[src/rtl/memmap_pkg.sv]
package memmap_pkg;

  // Destination of one access; values 0..3 double as the chip-select index.
  typedef enum logic [2:0] {
    DST_MAIN = 3'd0,
    DST_SHR  = 3'd1,
    DST_STK  = 3'd2,
    DST_PKT  = 3'd3,
    DST_EXT  = 3'd4,
    DST_NONE = 3'd5
  } dest_e;

  localparam int unsigned NUM_INT = 4;

endpackage

[src/rtl/memmap_window.sv]
// Aligned power-of-two address window: hit flag and zero-extended offset.
module memmap_window #(
  parameter int unsigned ADDR_W   = 24,
  parameter int unsigned OFF_W    = 16,
  parameter int unsigned SPAN_LOG = 8,
  parameter logic [ADDR_W-1:0] BASE = '0
) (
  input  logic [ADDR_W-1:0] addr,
  output logic              hit,
  output logic [OFF_W-1:0]  off
);

  assign hit = (addr[ADDR_W-1:SPAN_LOG] == BASE[ADDR_W-1:SPAN_LOG]);

  always_comb begin
    off = '0;
    off[SPAN_LOG-1:0] = addr[SPAN_LOG-1:0];
  end

endmodule

[src/rtl/memmap_route.sv]
// Combinational routing of one access to a destination and region offset.
module memmap_route
  import memmap_pkg::*;
#(
  parameter int unsigned ADDR_W   = 24,
  parameter int unsigned OFF_W    = 16,
  parameter logic [ADDR_W-1:0] MAIN_BASE = 24'h000000,
  parameter int unsigned MAIN_LOG = 16,
  parameter logic [ADDR_W-1:0] SHR_BASE  = 24'hFFDB00,
  parameter int unsigned SHR_LOG  = 8,
  parameter logic [ADDR_W-1:0] STK_BASE  = 24'hFFDC00,
  parameter int unsigned STK_LOG  = 10,
  parameter logic [ADDR_W-1:0] PKT_BASE  = 24'hFFE000,
  parameter int unsigned PKT_LOG  = 13
) (
  input  logic              cfg_ram_off,
  input  logic              cfg_ram_prog,
  input  logic              cfg_stk_ext,
  input  logic              req_prog,
  input  logic              req_stack,
  input  logic [ADDR_W-1:0] req_addr,
  output dest_e             dest,
  output logic [OFF_W-1:0]  off
);

  localparam logic [NUM_INT-1:0][ADDR_W-1:0] BASES =
    {PKT_BASE, STK_BASE, SHR_BASE, MAIN_BASE};
  localparam logic [NUM_INT-1:0][7:0] LOGS =
    {8'(PKT_LOG), 8'(STK_LOG), 8'(SHR_LOG), 8'(MAIN_LOG)};

  logic [NUM_INT-1:0]            hit;
  logic [NUM_INT-1:0][OFF_W-1:0] woff;
  logic                          main_live;

  for (genvar gi = 0; gi < NUM_INT; gi++) begin : g_win
    memmap_window #(
      .ADDR_W  (ADDR_W),
      .OFF_W   (OFF_W),
      .SPAN_LOG(int'(LOGS[gi])),
      .BASE    (BASES[gi])
    ) u_win (
      .addr(req_addr),
      .hit (hit[gi]),
      .off (woff[gi])
    );
  end

  assign main_live = hit[DST_MAIN] && !cfg_ram_off;

  always_comb begin
    dest = DST_EXT;
    if (req_prog) begin
      if (main_live && cfg_ram_prog) dest = DST_MAIN;
    end else if (req_stack) begin
      dest = cfg_stk_ext ? DST_STK : DST_NONE;
    end else if (hit[DST_SHR]) begin
      dest = DST_SHR;
    end else if (hit[DST_STK]) begin
      dest = DST_STK;
    end else if (hit[DST_PKT]) begin
      dest = DST_PKT;
    end else if (main_live && !cfg_ram_prog) begin
      dest = DST_MAIN;
    end
  end

  always_comb begin
    off = '0;
    if (!dest[2]) off = woff[dest[1:0]];
  end

endmodule

[src/rtl/memmap_xfer.sv]
// Transfer sequencer: external strobe window, capture and read-data return.
module memmap_xfer
  import memmap_pkg::*;
#(
  parameter int unsigned ADDR_W     = 24,
  parameter int unsigned DATA_W     = 8,
  parameter int unsigned EXT_CYCLES = 3
) (
  input  logic                           clk,
  input  logic                           rst_n,
  input  logic                           accept,
  input  dest_e                          dest,
  input  logic [ADDR_W-1:0]              addr,
  input  logic                           write_eff,
  input  logic                           prog,
  input  logic [DATA_W-1:0]              wdata,
  input  logic [NUM_INT-1:0][DATA_W-1:0] int_rdata,
  input  logic [DATA_W-1:0]              ext_rdata,
  output logic                           idle,
  output logic [ADDR_W-1:0]              ext_addr,
  output logic                           ext_rd_n,
  output logic                           ext_wr_n,
  output logic                           ext_prog,
  output logic [DATA_W-1:0]              ext_wdata,
  output logic                           rd_valid,
  output logic [DATA_W-1:0]              rd_data
);

  localparam int unsigned CNT_W = (EXT_CYCLES > 1) ? $clog2(EXT_CYCLES) : 1;
  localparam logic [CNT_W-1:0] CNT_LAST = CNT_W'(EXT_CYCLES - 1);

  typedef enum logic {ST_IDLE, ST_EXT} st_e;

  st_e               st_q, st_d;
  logic [CNT_W-1:0]  cnt_q, cnt_d;
  logic              rdv_q, rdv_d;
  dest_e             src_q, src_d;
  logic [ADDR_W-1:0] addr_q;
  logic              wr_q, prog_q;
  logic [DATA_W-1:0] wdata_q, edat_q;
  logic              on_ext, last_ext, start_ext;

  assign on_ext    = (st_q == ST_EXT);
  assign last_ext  = on_ext && (cnt_q == CNT_LAST);
  assign start_ext = accept && (dest == DST_EXT);

  // next state
  always_comb begin
    st_d  = st_q;
    cnt_d = cnt_q;
    rdv_d = 1'b0;
    src_d = src_q;
    unique case (st_q)
      ST_IDLE: begin
        if (start_ext) begin
          st_d  = ST_EXT;
          cnt_d = '0;
        end else if (accept && !dest[2] && !write_eff) begin
          rdv_d = 1'b1;
          src_d = dest;
        end
      end
      ST_EXT: begin
        if (last_ext) begin
          st_d  = ST_IDLE;
          rdv_d = !wr_q;
          src_d = DST_EXT;
        end else begin
          cnt_d = cnt_q + 1'b1;
        end
      end
      default: st_d = ST_IDLE;
    endcase
  end

  // control registers
  always_ff @(posedge clk or negedge rst_n) begin
    if (!rst_n) begin
      st_q  <= ST_IDLE;
      cnt_q <= '0;
      rdv_q <= 1'b0;
      src_q <= DST_MAIN;
    end else begin
      st_q  <= st_d;
      cnt_q <= cnt_d;
      rdv_q <= rdv_d;
      src_q <= src_d;
    end
  end

  // request capture, enabled at the start of an external transfer
  always_ff @(posedge clk or negedge rst_n) begin
    if (!rst_n) begin
      addr_q  <= '0;
      wr_q    <= 1'b0;
      prog_q  <= 1'b0;
      wdata_q <= '0;
    end else if (start_ext) begin
      addr_q  <= addr;
      wr_q    <= write_eff;
      prog_q  <= prog;
      wdata_q <= wdata;
    end
  end

  // external read data, enabled in the last strobe cycle
  always_ff @(posedge clk or negedge rst_n) begin
    if (!rst_n) begin
      edat_q <= '0;
    end else if (last_ext) begin
      edat_q <= ext_rdata;
    end
  end

  assign idle      = !on_ext;
  assign ext_addr  = on_ext ? addr_q : '0;
  assign ext_rd_n  = !(on_ext && !wr_q);
  assign ext_wr_n  = !(on_ext && wr_q);
  assign ext_prog  = on_ext && prog_q;
  assign ext_wdata = (on_ext && wr_q) ? wdata_q : '0;
  assign rd_valid  = rdv_q;
  assign rd_data   = (src_q == DST_EXT) ? edat_q : int_rdata[src_q[1:0]];

endmodule

[src/rtl/memmap_dec.sv]
module memmap_dec
  import memmap_pkg::*;
#(
  parameter int unsigned ADDR_W     = 24,
  parameter int unsigned DATA_W     = 8,
  parameter int unsigned OFF_W      = 16,
  parameter int unsigned EXT_CYCLES = 3,
  parameter logic [ADDR_W-1:0] MAIN_BASE = 24'h000000,
  parameter int unsigned MAIN_LOG   = 16,
  parameter logic [ADDR_W-1:0] SHR_BASE  = 24'hFFDB00,
  parameter int unsigned SHR_LOG    = 8,
  parameter logic [ADDR_W-1:0] STK_BASE  = 24'hFFDC00,
  parameter int unsigned STK_LOG    = 10,
  parameter logic [ADDR_W-1:0] PKT_BASE  = 24'hFFE000,
  parameter int unsigned PKT_LOG    = 13
) (
  input  logic                        clk,
  input  logic                        rst_n,
  input  logic                        cfg_ram_off,
  input  logic                        cfg_ram_prog,
  input  logic                        cfg_stk_ext,
  input  logic                        req_valid,
  output logic                        req_ready,
  input  logic                        req_prog,
  input  logic                        req_stack,
  input  logic                        req_write,
  input  logic [ADDR_W-1:0]           req_addr,
  input  logic [DATA_W-1:0]           req_wdata,
  output logic [NUM_INT-1:0]          int_cs,
  output logic [OFF_W-1:0]            int_off,
  output logic                        int_we,
  output logic [DATA_W-1:0]           int_wdata,
  input  logic [NUM_INT*DATA_W-1:0]   int_rdata,
  output logic                        stk_core,
  output logic [ADDR_W-1:0]           ext_addr,
  output logic                        ext_rd_n,
  output logic                        ext_wr_n,
  output logic                        ext_prog,
  output logic [DATA_W-1:0]           ext_wdata,
  input  logic [DATA_W-1:0]           ext_rdata,
  output logic                        rd_valid,
  output logic [DATA_W-1:0]           rd_data
);

  logic [1:0]       rsync_q;
  logic             rst_sync_n;
  dest_e            dest;
  logic [OFF_W-1:0] off_sel;
  logic             idle, accept, to_int, write_eff;

  // reset: asserted asynchronously, released on a clock edge
  always_ff @(posedge clk or negedge rst_n) begin
    if (!rst_n) rsync_q <= '0;
    else        rsync_q <= {rsync_q[0], 1'b1};
  end
  assign rst_sync_n = rsync_q[1];

  memmap_route #(
    .ADDR_W(ADDR_W), .OFF_W(OFF_W),
    .MAIN_BASE(MAIN_BASE), .MAIN_LOG(MAIN_LOG),
    .SHR_BASE(SHR_BASE),   .SHR_LOG(SHR_LOG),
    .STK_BASE(STK_BASE),   .STK_LOG(STK_LOG),
    .PKT_BASE(PKT_BASE),   .PKT_LOG(PKT_LOG)
  ) u_route (
    .cfg_ram_off (cfg_ram_off),
    .cfg_ram_prog(cfg_ram_prog),
    .cfg_stk_ext (cfg_stk_ext),
    .req_prog    (req_prog),
    .req_stack   (req_stack),
    .req_addr    (req_addr),
    .dest        (dest),
    .off         (off_sel)
  );

  assign accept    = req_valid && idle;
  assign to_int    = accept && !dest[2];
  assign write_eff = req_write && !req_prog;

  for (genvar gi = 0; gi < NUM_INT; gi++) begin : g_cs
    assign int_cs[gi] = to_int && (dest[1:0] == 2'(gi));
  end

  assign req_ready = idle;
  assign int_off   = to_int ? off_sel : '0;
  assign int_we    = to_int && write_eff;
  assign int_wdata = int_we ? req_wdata : '0;
  assign stk_core  = accept && (dest == DST_NONE);

  memmap_xfer #(
    .ADDR_W(ADDR_W), .DATA_W(DATA_W), .EXT_CYCLES(EXT_CYCLES)
  ) u_xfer (
    .clk      (clk),
    .rst_n    (rst_sync_n),
    .accept   (accept),
    .dest     (dest),
    .addr     (req_addr),
    .write_eff(write_eff),
    .prog     (req_prog),
    .wdata    (req_wdata),
    .int_rdata(int_rdata),
    .ext_rdata(ext_rdata),
    .idle     (idle),
    .ext_addr (ext_addr),
    .ext_rd_n (ext_rd_n),
    .ext_wr_n (ext_wr_n),
    .ext_prog (ext_prog),
    .ext_wdata(ext_wdata),
    .rd_valid (rd_valid),
    .rd_data  (rd_data)
  );

endmodule

[config.mk]
export PLATFORM = sky130hd
export DESIGN_NAME = memmap_dec
export DESIGN_NICKNAME = d
export VERILOG_FILES = /design/src/rtl/memmap_pkg.sv /design/src/rtl/memmap_window.sv /design/src/rtl/memmap_route.sv /design/src/rtl/memmap_xfer.sv /design/src/rtl/memmap_dec.sv
export SDC_FILE = /design/constraint.sdc
export NUM_CORES = 1
export LEC_CHECK = 0
export BUFFER_PORTS_ARGS = -buffer_cell sky130_fd_sc_hd__buf_2
export CAP_MARGIN = 20
export CORE_MARGIN = 4
export CORE_UTILIZATION = 46
export DETAILED_ROUTE_END_ITERATION = 10
export GPL_TIMING_DRIVEN = 0
export PLACE_DENSITY = 0.81
export SYNTH_ARGS = -nofsm -noshare
export SYNTH_HDL_FRONTEND = slang
export SYNTH_SLANG_ARGS = --single-unit
[constraint.sdc]
create_clock -name clk -period 2.83 [get_ports clk]
set_clock_uncertainty 0.1 [all_clocks]
set_input_delay 0.7075 -clock clk [delete_from_list [all_inputs] [get_ports clk]]
set_output_delay 0.7075 -clock clk [all_outputs]
set_load 0.01 [all_outputs]
==> impl_metrics.tcl, run 1 <==
set metrics [dict create \
    status "finished, violations left" \
    violations "setup timing" \
    synthSimpleGateAreaFrac 0.2041 \
    cellLeakagePower_nw 2.358 \
    final_core_util 0.7326 \
    synth-edff-count 0 \
    final-hold-violation-count 0 \
    clk_pin_slew_ns 0.09 \
    grt_overflow 0 \
    power.density_nw_per_um2 793.4 \
    synth.net_count 340 \
    synth-seq-cells 51 \
    drive_gt1_frac 0.6762 \
    insertion_delay_ns 0.30 \
    synthTopCellsByArea "dfrtp_1 42%, mux2_4 14%, mux2_2 7.8%, and2_1 7.0%, mux4_2 6.0%" \
    clock_path_buffers 2 \
    die-width_um 89.07 \
    portBuffers 155 \
    routed.top_layer "met4" \
    wl_per_cell_um 17.90 \
    ir_drop_v 0.0004485 \
    synth_top_family_by_area "multiplexers" \
    layout.cells.non_filler 531 \
    synth_flop_cell "dfrtp_1" \
    cts.sink_count 51 \
    worstHoldPathType "in2async" \
    cp_slowest_stage_delay_ns 0.41 \
    finalCriticalPeriod_ns 3.096 \
    yosysMostFrequentCell "dfrtp_1" \
    antenna_cells 0 \
    drtIter0Drc 139 \
    nNetsFinal 535 \
    critPathMaxFanout 4 \
    core_um2 6350 \
    synthAdderAreaFrac 0.004139 \
    synthMuxAreaShare 0.2918 \
    ys_seq_area_frac 0.4222 \
    critPathArrivalTime_ns 2.29 \
    syn_area_um2 3023 \
    dp_hpwl_mm 6.465 \
    netlist_top_cells_count "51 x dfrtp_1, 34 x and2_1, 29 x mux2_4" \
    max_clock_freq_ghz 0.3230 \
    setup_violations 30 \
    synth_compound_area_frac 0.04015 \
    maxSlewViolCount 0 \
    crit_family "simple AND/OR/NAND/NOR gates" \
    grt_usage 0.2259 \
    grt_pass1_vias 2796 \
    place_ws_ns -0.4121 \
    worstSetupEndpointType "primary output" \
    holdWs_ns 0.06557 \
    ios 156 \
    ys_types 38 \
    cts_tree "built" \
    start_kind "input pin" \
    cts_buffers 5 \
    synth_largest_area_cell "dfrtp_1" \
    crit_chain "buf_8, nand4_1, nor4_2, a21oi_1, nor2_2, nand2_2, nor3_2, buf_2" \
    dr.pass1.iters 4 \
    crit_type "in2out" \
    critPathRequiredTime_ns 2.02 \
    path_buf_inv 2 \
    critPathSlowestCell "nor4_2" \
    syn_area_per_cell_um2 11.72 \
    synth-xor-area-share 0 \
    routed_wl_mm 9.504 \
    wl_met1_mm 3.611 \
    synthCells 258 \
    fin_ws_ns -0.2662 \
    antenna_found_initial 0 \
    vias 2793 \
    fin_crit_sh 1.094 \
    slew_headroom 0.6418 \
    syn2layout_area_growth_pct 53.89 \
    dp_cells 491 \
    start_util 0.4761 \
    cts-root-buf "clkbuf_8" \
    antenna_left 0 \
    tightest_slew_ns 0.5316 \
    htreeDepth 2 \
    wl_met3_um 679 \
    viasPerCell 5.260 \
    ys.warnings.count 0 \
    grt_pass1_wl_mm 13.59 \
    synth_top_cell_area_share 0.4222 \
    met2_length_mm 5.135 \
    place.gp.congestion 0.8837 \
    maxCapViolations 0 \
    rows 29 \
    total_power_mw 3.691 \
    rsz0062_at_grt "true" \
    post-route-drc-count 0 \
    grt_max_degree 32 \
    ys_async_sr_fraction 1.000 \
    die-area_um2 7933 \
    die-height_um 89.07 \
]
==> worst reg2reg max path: cells and delay by family, from the launching register on <==
family | cells | cell delay, ns
flip-flops | 1 | 0.44
AO/OA/AOI/OAI | 1 | 0.15
multiplexers | 1 | 0.34
buffers and inverters | 1 | 0.22
AND/OR/NAND/NOR | 2 | 0.59
==> where the power goes <==
part	switching (mW)	internal, mW
combinational	0.861	1.09
clock	0.247	0.223
sequential	0.193	1.08
==> through the flow <==
step           cell area, µm²  TNS (ns)
2_1_floorplan            3023         0
5_1_grt                  4652    -8.241
3_3_place_gp             3895    -7.914
3_5_place_dp             3916    -8.515
6_report                 4652    -5.318
4_1_cts                  4442    -4.666
==> final timing paths <==
kind                            slack (ns)          endpoint     startpoint  depth (start not counted)
worst max register to register        0.88  u_xfer.addr_q[4]  u_xfer.on_ext                          5
worst min-delay path                  0.07        rsync_q[1]          rst_n                          1
worst min register to register        0.13  u_xfer.addr_q[0]     rsync_q[1]                          0
worst max-delay path                 -0.27          stk_core   req_addr[21]                          8
min in group clk                      0.26        rsync_q[1]     rsync_q[0]                          0
max in group asynchronous             1.98   u_xfer.src_q[1]     rsync_q[1]                          1
==> cell families (layout without fill, tap and decap cells) <==
family | after synthesis | after routing
AOI/OAI and AO/OA | 18 | 18
adders and majority gates | 1 | 1
buffers and inverters | 21 | 217
DFF | 51 | 51
muxes | 61 | 61
other | 1 | 1
and+or+nand+nor | 105 | 105
==> what timing repair did <==
item | in CTS | in global routing
buffers inserted | 23 | 10
pin swaps | 31 | 13
setup endpoints to repair | 38 | 70
gates resized for setup | 61 | 28
hold buffers | 0 | 0
gates cloned | 1 | 1
==> sequential cells by signal, indices dropped and copies added, names as in the netlist <==
name / cells
u_xfer.prog_q: 1
u_xfer.wr_q: 1
u_xfer.wdata_q: 8
u_xfer.src_q: 3
u_xfer.edat_q: 8
u_xfer.on_ext: 1
u_xfer.rd_valid: 1
u_xfer.addr_q: 24
rsync_q: 2
u_xfer.cnt_q: 2
==> cell type report <==
cell class / count / area, µm²
Sequential cell: 51 / 1277
Multi-Input combinational cell: 186 / 1794
Inverter: 7 / 26.28
Timing Repair Buffer: 188 / 1231
Fill cell: 441 / 1698
Clock buffer: 7 / 96.34
Clock inverter: 1 / 7.507
Buffer: 14 / 122.6
Tap cell: 77 / 96.34
==> layout by cell type, fill, tap and decap left out, types with 5 or more instances in the layout <==
| master | instances |
|---|---|
| a21oi_1 | 6 |
| and2_1 | 26 |
| and2_4 | 8 |
| and3_1 | 12 |
| and3_4 | 7 |
| buf_2 | 135 |
| buf_4 | 26 |
| buf_6 | 24 |
| buf_8 | 7 |
| clkbuf_1 | 5 |
| clkbuf_8 | 7 |
| dfrtp_1 | 50 |
| inv_1 | 6 |
| mux2_2 | 21 |
| mux2_4 | 29 |
| mux4_2 | 8 |
| nand2_1 | 9 |
| nand4_1 | 5 |
| nor2_1 | 7 |
| nor2_2 | 6 |
==> metal layers <==
layer / track usage / vias up
met2: 0.4278 / 101
li1: - / 1302
met3: 0.05346 / 7
met1: 0.2595 / 1383
met5: 0 / -
met4: 0.04330 / 0
Note: power is estimated with default switching activity, not from simulation.
==> inputs of run 2 (changes only) <==
--- a/config.mk
+++ b/config.mk
@@ -7,6 +7,7 @@
 export LEC_CHECK = 0
 export BUFFER_PORTS_ARGS = -buffer_cell sky130_fd_sc_hd__buf_2
 export CAP_MARGIN = 20
+export CORE_ASPECT_RATIO = 0.6
 export CORE_MARGIN = 4
 export CORE_UTILIZATION = 46
 export DETAILED_ROUTE_END_ITERATION = 10
==> run 2 against run 1 <==
- the run still ends with setup timing left
- final area decreased by 3.4%
- sequential power barely moved
- worst hold slack better by 0.0021 ns
- register-to-register slack is essentially flat
- non-clock buffer count down 17
==> impl_metrics.tcl, run 2 (synthesis results as in run 1) <==
set metrics [dict create \
    grt_pass1_wl_mm 14.47 \
    crit_chain "buf_8, buf_4, nand2_1, nor3_2, nand3_2, a21oi_4, buf_12, buf_8, and3_4, buf_6" \
    cpMostUsedCell "buf_8" \
    tns_ns -3.184 \
    cts.sink_count 51 \
    maxCapViolations 0 \
    register_area_um2 1277 \
    antenna_cells 0 \
    fin_ws_ns -0.1592 \
    crit_type "in2out" \
    portBuffers 155 \
    total_power_mw 3.625 \
    rows 22 \
    largest_register_ffs 24 \
    critPathSlowestCell "nor3_2" \
    worstSetupEndpointType "primary output" \
    syn2layout_area_growth_pct 48.68 \
    post-route-drc-count 0 \
    setup_violations 28 \
    die-area_um2 7975 \
    drtIter0Drc 103 \
    grt_max_degree 33 \
    fin_crit_sh 1.056 \
    path_buf_inv 5 \
    core_um2 6248 \
    final_cell_area_um2 4494 \
    cts_tree "built" \
    violations "setup timing" \
    die-height_um 70.79 \
    grt_pass1_vias 2860 \
    routed_wl_mm 9.270 \
    critPathArrivalTime_ns 2.18 \
    critPathMaxFanout 6 \
    insertion_delay_ns 0.30 \
    grt_overflow 0 \
    drive_gt1_frac 0.6636 \
    grt_usage 0.2290 \
    place.gp.congestion 0.8384 \
    wl_per_cell_um 17.79 \
    final-hold-violation-count 0 \
    status "finished, violations left" \
    critPathRequiredTime_ns 2.02 \
    cellLeakagePower_nw 2.271 \
    fillCellCount 483 \
    start_util 0.4838 \
    ios 156 \
    viasPerCell 5.173 \
    vias 2695 \
    die-width_um 112.7 \
    finalCriticalPeriod_ns 2.989 \
    start_kind "input pin" \
    final_cell_mix "136 x buf_2, 50 x dfrtp_1, 29 x mux2_4" \
    nNetsFinal 518 \
    power.density_nw_per_um2 806.5 \
    clk_pin_slew_ns 0.09 \
    antenna_found_initial 0 \
    antenna_left 0 \
    cp_slowest_stage_delay_ns 0.27 \
    dp_cells 498 \
    max_clock_freq_ghz 0.3345 \
    ir_drop_v 0.0004567 \
    clock_path_buffers 2 \
    postPlaceCellArea_um2 3925 \
    dr.pass1.iters 4 \
    maxSlewViolCount 0 \
    rsz0062_at_grt "true" \
    final_common_cell "buf_2" \
    multi_input_area_um2 1797 \
    cts_buffers 5 \
    reg.largest.list "u_xfer.addr_q (24), u_xfer.edat_q (8), u_xfer.wdata_q (8)" \
    worstHoldPathType "in2async" \
    regMostFlops "u_xfer.addr_q" \
    htreeDepth 2 \
    layout.cells.non_filler 521 \
    crit_family "simple AND/OR/NAND/NOR gates" \
    dp_hpwl_mm 6.880 \
    cts-root-buf "clkbuf_8" \
    holdWs_ns 0.06765 \
]
-- run 2: changes by cell type in the layout (fill, tap and decap cells not counted), sizes merged --
cell,previous run,this run
clkbuf,13,12
buf,196,178
clkinvlp,1,0
clkinv,0,2
inv,7,8
-- run 2: metrics by stage --
step | worst slack, ns | util
after floorplan | 0.07033 | -
after global placement | -0.4209 | 0.6248
after detailed placement | -0.4516 | 0.6282
after CTS | -0.1626 | 0.6910
after global routing | -0.2507 | 0.7193
final | -0.1592 | 0.7193
-- run 2: per-layer routing --
| layer | share of wire | vias up | track usage | routed length [µm] |
|---|---|---|---|---|
| met5 | 0 | - | 0 | 0 |
| met1 | 0.42 | 1308 | 0.3126 | 3876 |
| li1 | - | 1259 | - | - |
| met4 | 0.0074 | 0 | 0.04933 | 69 |
| met2 | 0.47 | 120 | 0.3602 | 4387 |
| met3 | 0.10 | 8 | 0.07436 | 937 |
-- run 2: area by class of cell --
class	count	share of cell area
Multi-Input combinational cell	186	0.3998
Sequential cell	51	0.2842
Timing Repair Buffer	171	0.2425
Buffer	14	0.02478
Tap cell	84	0.02339
Clock buffer	5	0.01531
Inverter	7	0.005846
Clock inverter	3	0.004176
-- run 2: timing repair --
item	in CTS	in global routing
cloned	2	0
endpoints found under the hold margin	0	0
hold buffers	0	0
setup buffers	9	5
setup endpoints to repair	38	44
pin swaps	23	18
gates resized for setup	52	31
-- run 2: worst register-to-register path, stage by stage, from the launching register on --
cell	delay, ns
dfrtp_1	0.45
nor2b_1	0.33
o21ai_2	0.14
nor2_4	0.27
buf_6	0.25
mux2_4	0.32
-- run 2: final timing paths --
path | slack (ns) | cells past startpoint | from | endpoint
max | -0.16 | 10 | req_addr[23] | int_wdata[0]
max in group asynchronous | 2.01 | 1 | rsync_q[1] | u_xfer.edat_q[3]
min | 0.07 | 1 | rst_n | rsync_q[1]
min reg2reg | 0.11 | 0 | rsync_q[1] | u_xfer.addr_q[20]
max reg2reg | 0.87 | 5 | u_xfer.on_ext | u_xfer.addr_q[6]
min in group clk | 0.27 | 0 | rsync_q[0] | rsync_q[1]
-- run 2: power breakdown --
group / total (mW) / switching, mW / internal, mW
clock network: 0.424 / 0.249 / 0.175
logic: 1.93 / 0.855 / 1.08
registers: 1.27 / 0.193 / 1.08
total: 3.62 / 1.30 / 2.33
==> inputs of run 3 (changes only) <==
==> constraint.sdc (replaced) <==
create_clock -name clk -period 2.83 [get_ports clk]
set_clock_uncertainty 0.1 [all_clocks]
set_input_delay 0.7075 -clock clk [delete_from_list [all_inputs] [get_ports clk]]
set_output_delay 0.7075 -clock clk [all_outputs]
set_load 0.005 [all_outputs]
==> run 3 against run 2 <==
- sequential power about the same
- the flow still finishes with violations (setup timing)
- global-route usage down 0.055 points
- largest power group unchanged
- highest routed layer unchanged
- first-iteration DRC count up 13%
- worst hold slack worse by 0.00057 ns
- count of clock-buffer cells in the layout unchanged
==> impl_metrics.tcl, run 3 (synthesis results as in run 1) <==
set metrics [dict create \
    ir_drop_v 0.0004302 \
    tns_ns -3.136 \
    antenna_left 0 \
    antenna_cells 0 \
    reg.largest.list "u_xfer.addr_q (24), u_xfer.edat_q (8), u_xfer.wdata_q (8)" \
    wl_met1_mm 4.008 \
    dr.pass1.iters 4 \
    cts.sink_count 51 \
    startpoint "req_addr[19]" \
    nNetsFinal 518 \
    core_um2 6248 \
    wl_per_cell_um 17.78 \
    cellLeakagePower_nw 2.265 \
    cts-root-buf "clkbuf_8" \
    grt_pass1_wl_mm 14.43 \
    final_common_cell "buf_2" \
    post-route-drc-count 0 \
    cts_tree "built" \
    grt_max_degree 33 \
    syn2layout_area_growth_pct 47.02 \
    die-height_um 70.79 \
    portBuffers 155 \
    largest_register_ffs 24 \
    grt_pass1_vias 2859 \
    crit_chain "buf_2, nand4_1, nor3_2, nand3_2, a21oi_4, buf_12, buf_8, and3_4, buf_6" \
    clock_path_buffers 2 \
    grt_overflow 0 \
    status "finished, violations left" \
    drtIter0Drc 116 \
    dp_cells 498 \
    final_cell_mix "141 x buf_2, 50 x dfrtp_1, 29 x mux2_4" \
    ios 156 \
    cp_slowest_stage_delay_ns 0.24 \
    start_kind "input pin" \
    critPathSlowestCell "nor3_2" \
    grt_usage 0.2284 \
    routed.top_layer "met4" \
    fin_crit_sh 1.055 \
    cts_hold_buf 0 \
    intPower_mw 2.318 \
    worstHoldPathType "in2async" \
    setup_violations 28 \
    cts_buffers 5 \
    total_power_mw 3.490 \
    htreeDepth 2 \
    place_ws_ns -0.4342 \
    violations "setup timing" \
    final-hold-violation-count 0 \
    maxCapViolations 0 \
    p_comb_frac 0.514 \
    maxSlewViolCount 0 \
    power.density_nw_per_um2 785.3 \
    critPathArrivalTime_ns 2.18 \
    swShare 0.3358 \
    viasPerCell 5.154 \
    die-area_um2 7975 \
    antenna_found_initial 0 \
    rsz0062_at_grt "true" \
    drive_gt1_frac 0.6545 \
    routed_wl_mm 9.261 \
    vias 2685 \
    worstSetupEndpointType "primary output" \
    rows 22 \
    insertion_delay_ns 0.30 \
    crit_type "in2out" \
    regMostFlops "u_xfer.addr_q" \
    place.gp.congestion 0.8384 \
    layout.cells.non_filler 521 \
    clock_power_share 0.122 \
    seq_power_share 0.364 \
    clk_pin_slew_ns 0.09 \
    die-width_um 112.7 \
    critPathMaxFanout 6 \
    critPathRequiredTime_ns 2.02 \
    met2_length_mm 4.365 \
    max_clock_freq_ghz 0.3349 \
    rr_startpoint "u_xfer.on_ext" \
    dp_hpwl_mm 6.880 \
    start_util 0.4838 \
    wl_met3_um 814 \
    p_sw_mw 1.172 \
    fin_ws_ns -0.1562 \
    finalCriticalPeriod_ns 2.986 \
]
## run 3: final cells by class
class                   instances  area [µm²]
clock inverters                 3       18.77
repair buffers                171        1062
plain buffers                  14       111.4
fillers                       498        1804
flip-flops and latches         51        1277
inverters                       7       26.28
clock buffers                   5       68.82
multi-input cells             186        1774
well taps                      84       105.1
## run 3: final timing paths
check | to | slack [ns] | depth (start not counted)
setup / recovery | int_wdata[0] | -0.16 | 9
hold / removal | rsync_q[1] | 0.07 | 1
setup reg to reg | u_xfer.addr_q[20] | 0.86 | 5
hold reg to reg | u_xfer.addr_q[20] | 0.11 | 0
max in group asynchronous | u_xfer.edat_q[3] | 2.01 | 1
min in group clk | rsync_q[1] | 0.27 | 0
## run 3: power by group through the flow
stage	Sequential [mW]	Clock, mW	Combinational [mW]
global placement	1.26	0	1.64
floorplan	1.22	0	1.12
global route	1.31	0.474	1.95
finish	1.27	0.426	1.79
detailed placement	1.27	0	1.69
CTS	1.26	0.438	1.74
## run 3: repair_timing
item | 4_1_cts | 5_1_grt
endpoints found under the setup margin | 38 | 39
pin swaps | 19 | 20
cloned | 2 | 0
resized for setup | 44 | 28
endpoints found under the hold margin | 0 | 0
buffers inserted | 9 | 5
## run 3: per-layer routing
metal,up-vias,global-route usage
met5,-,0
met4,0,0.04933
met3,8,0.07436
met2,105,0.3602
met1,1309,0.3110
li1,1263,-
## run 3: metrics by stage
step / hold WS (ns) / instance area, µm² / util
global placement: 0.2347 / 3904 / 0.6248
finish: 0.06708 / 4444 / 0.7113
CTS: 0.05946 / 4284 / 0.6856
floorplan: 0.2312 / 3023 / -
detailed placement: 0.1145 / 3925 / 0.6282
global route: 0.04947 / 4444 / 0.7113
## run 3: critical path: cells and delay by family
family                 cells  cell delay, ns
AND/OR/NAND/NOR            4            0.77
AO/OA/AOI/OAI              1            0.20
buffers and inverters      4            0.51
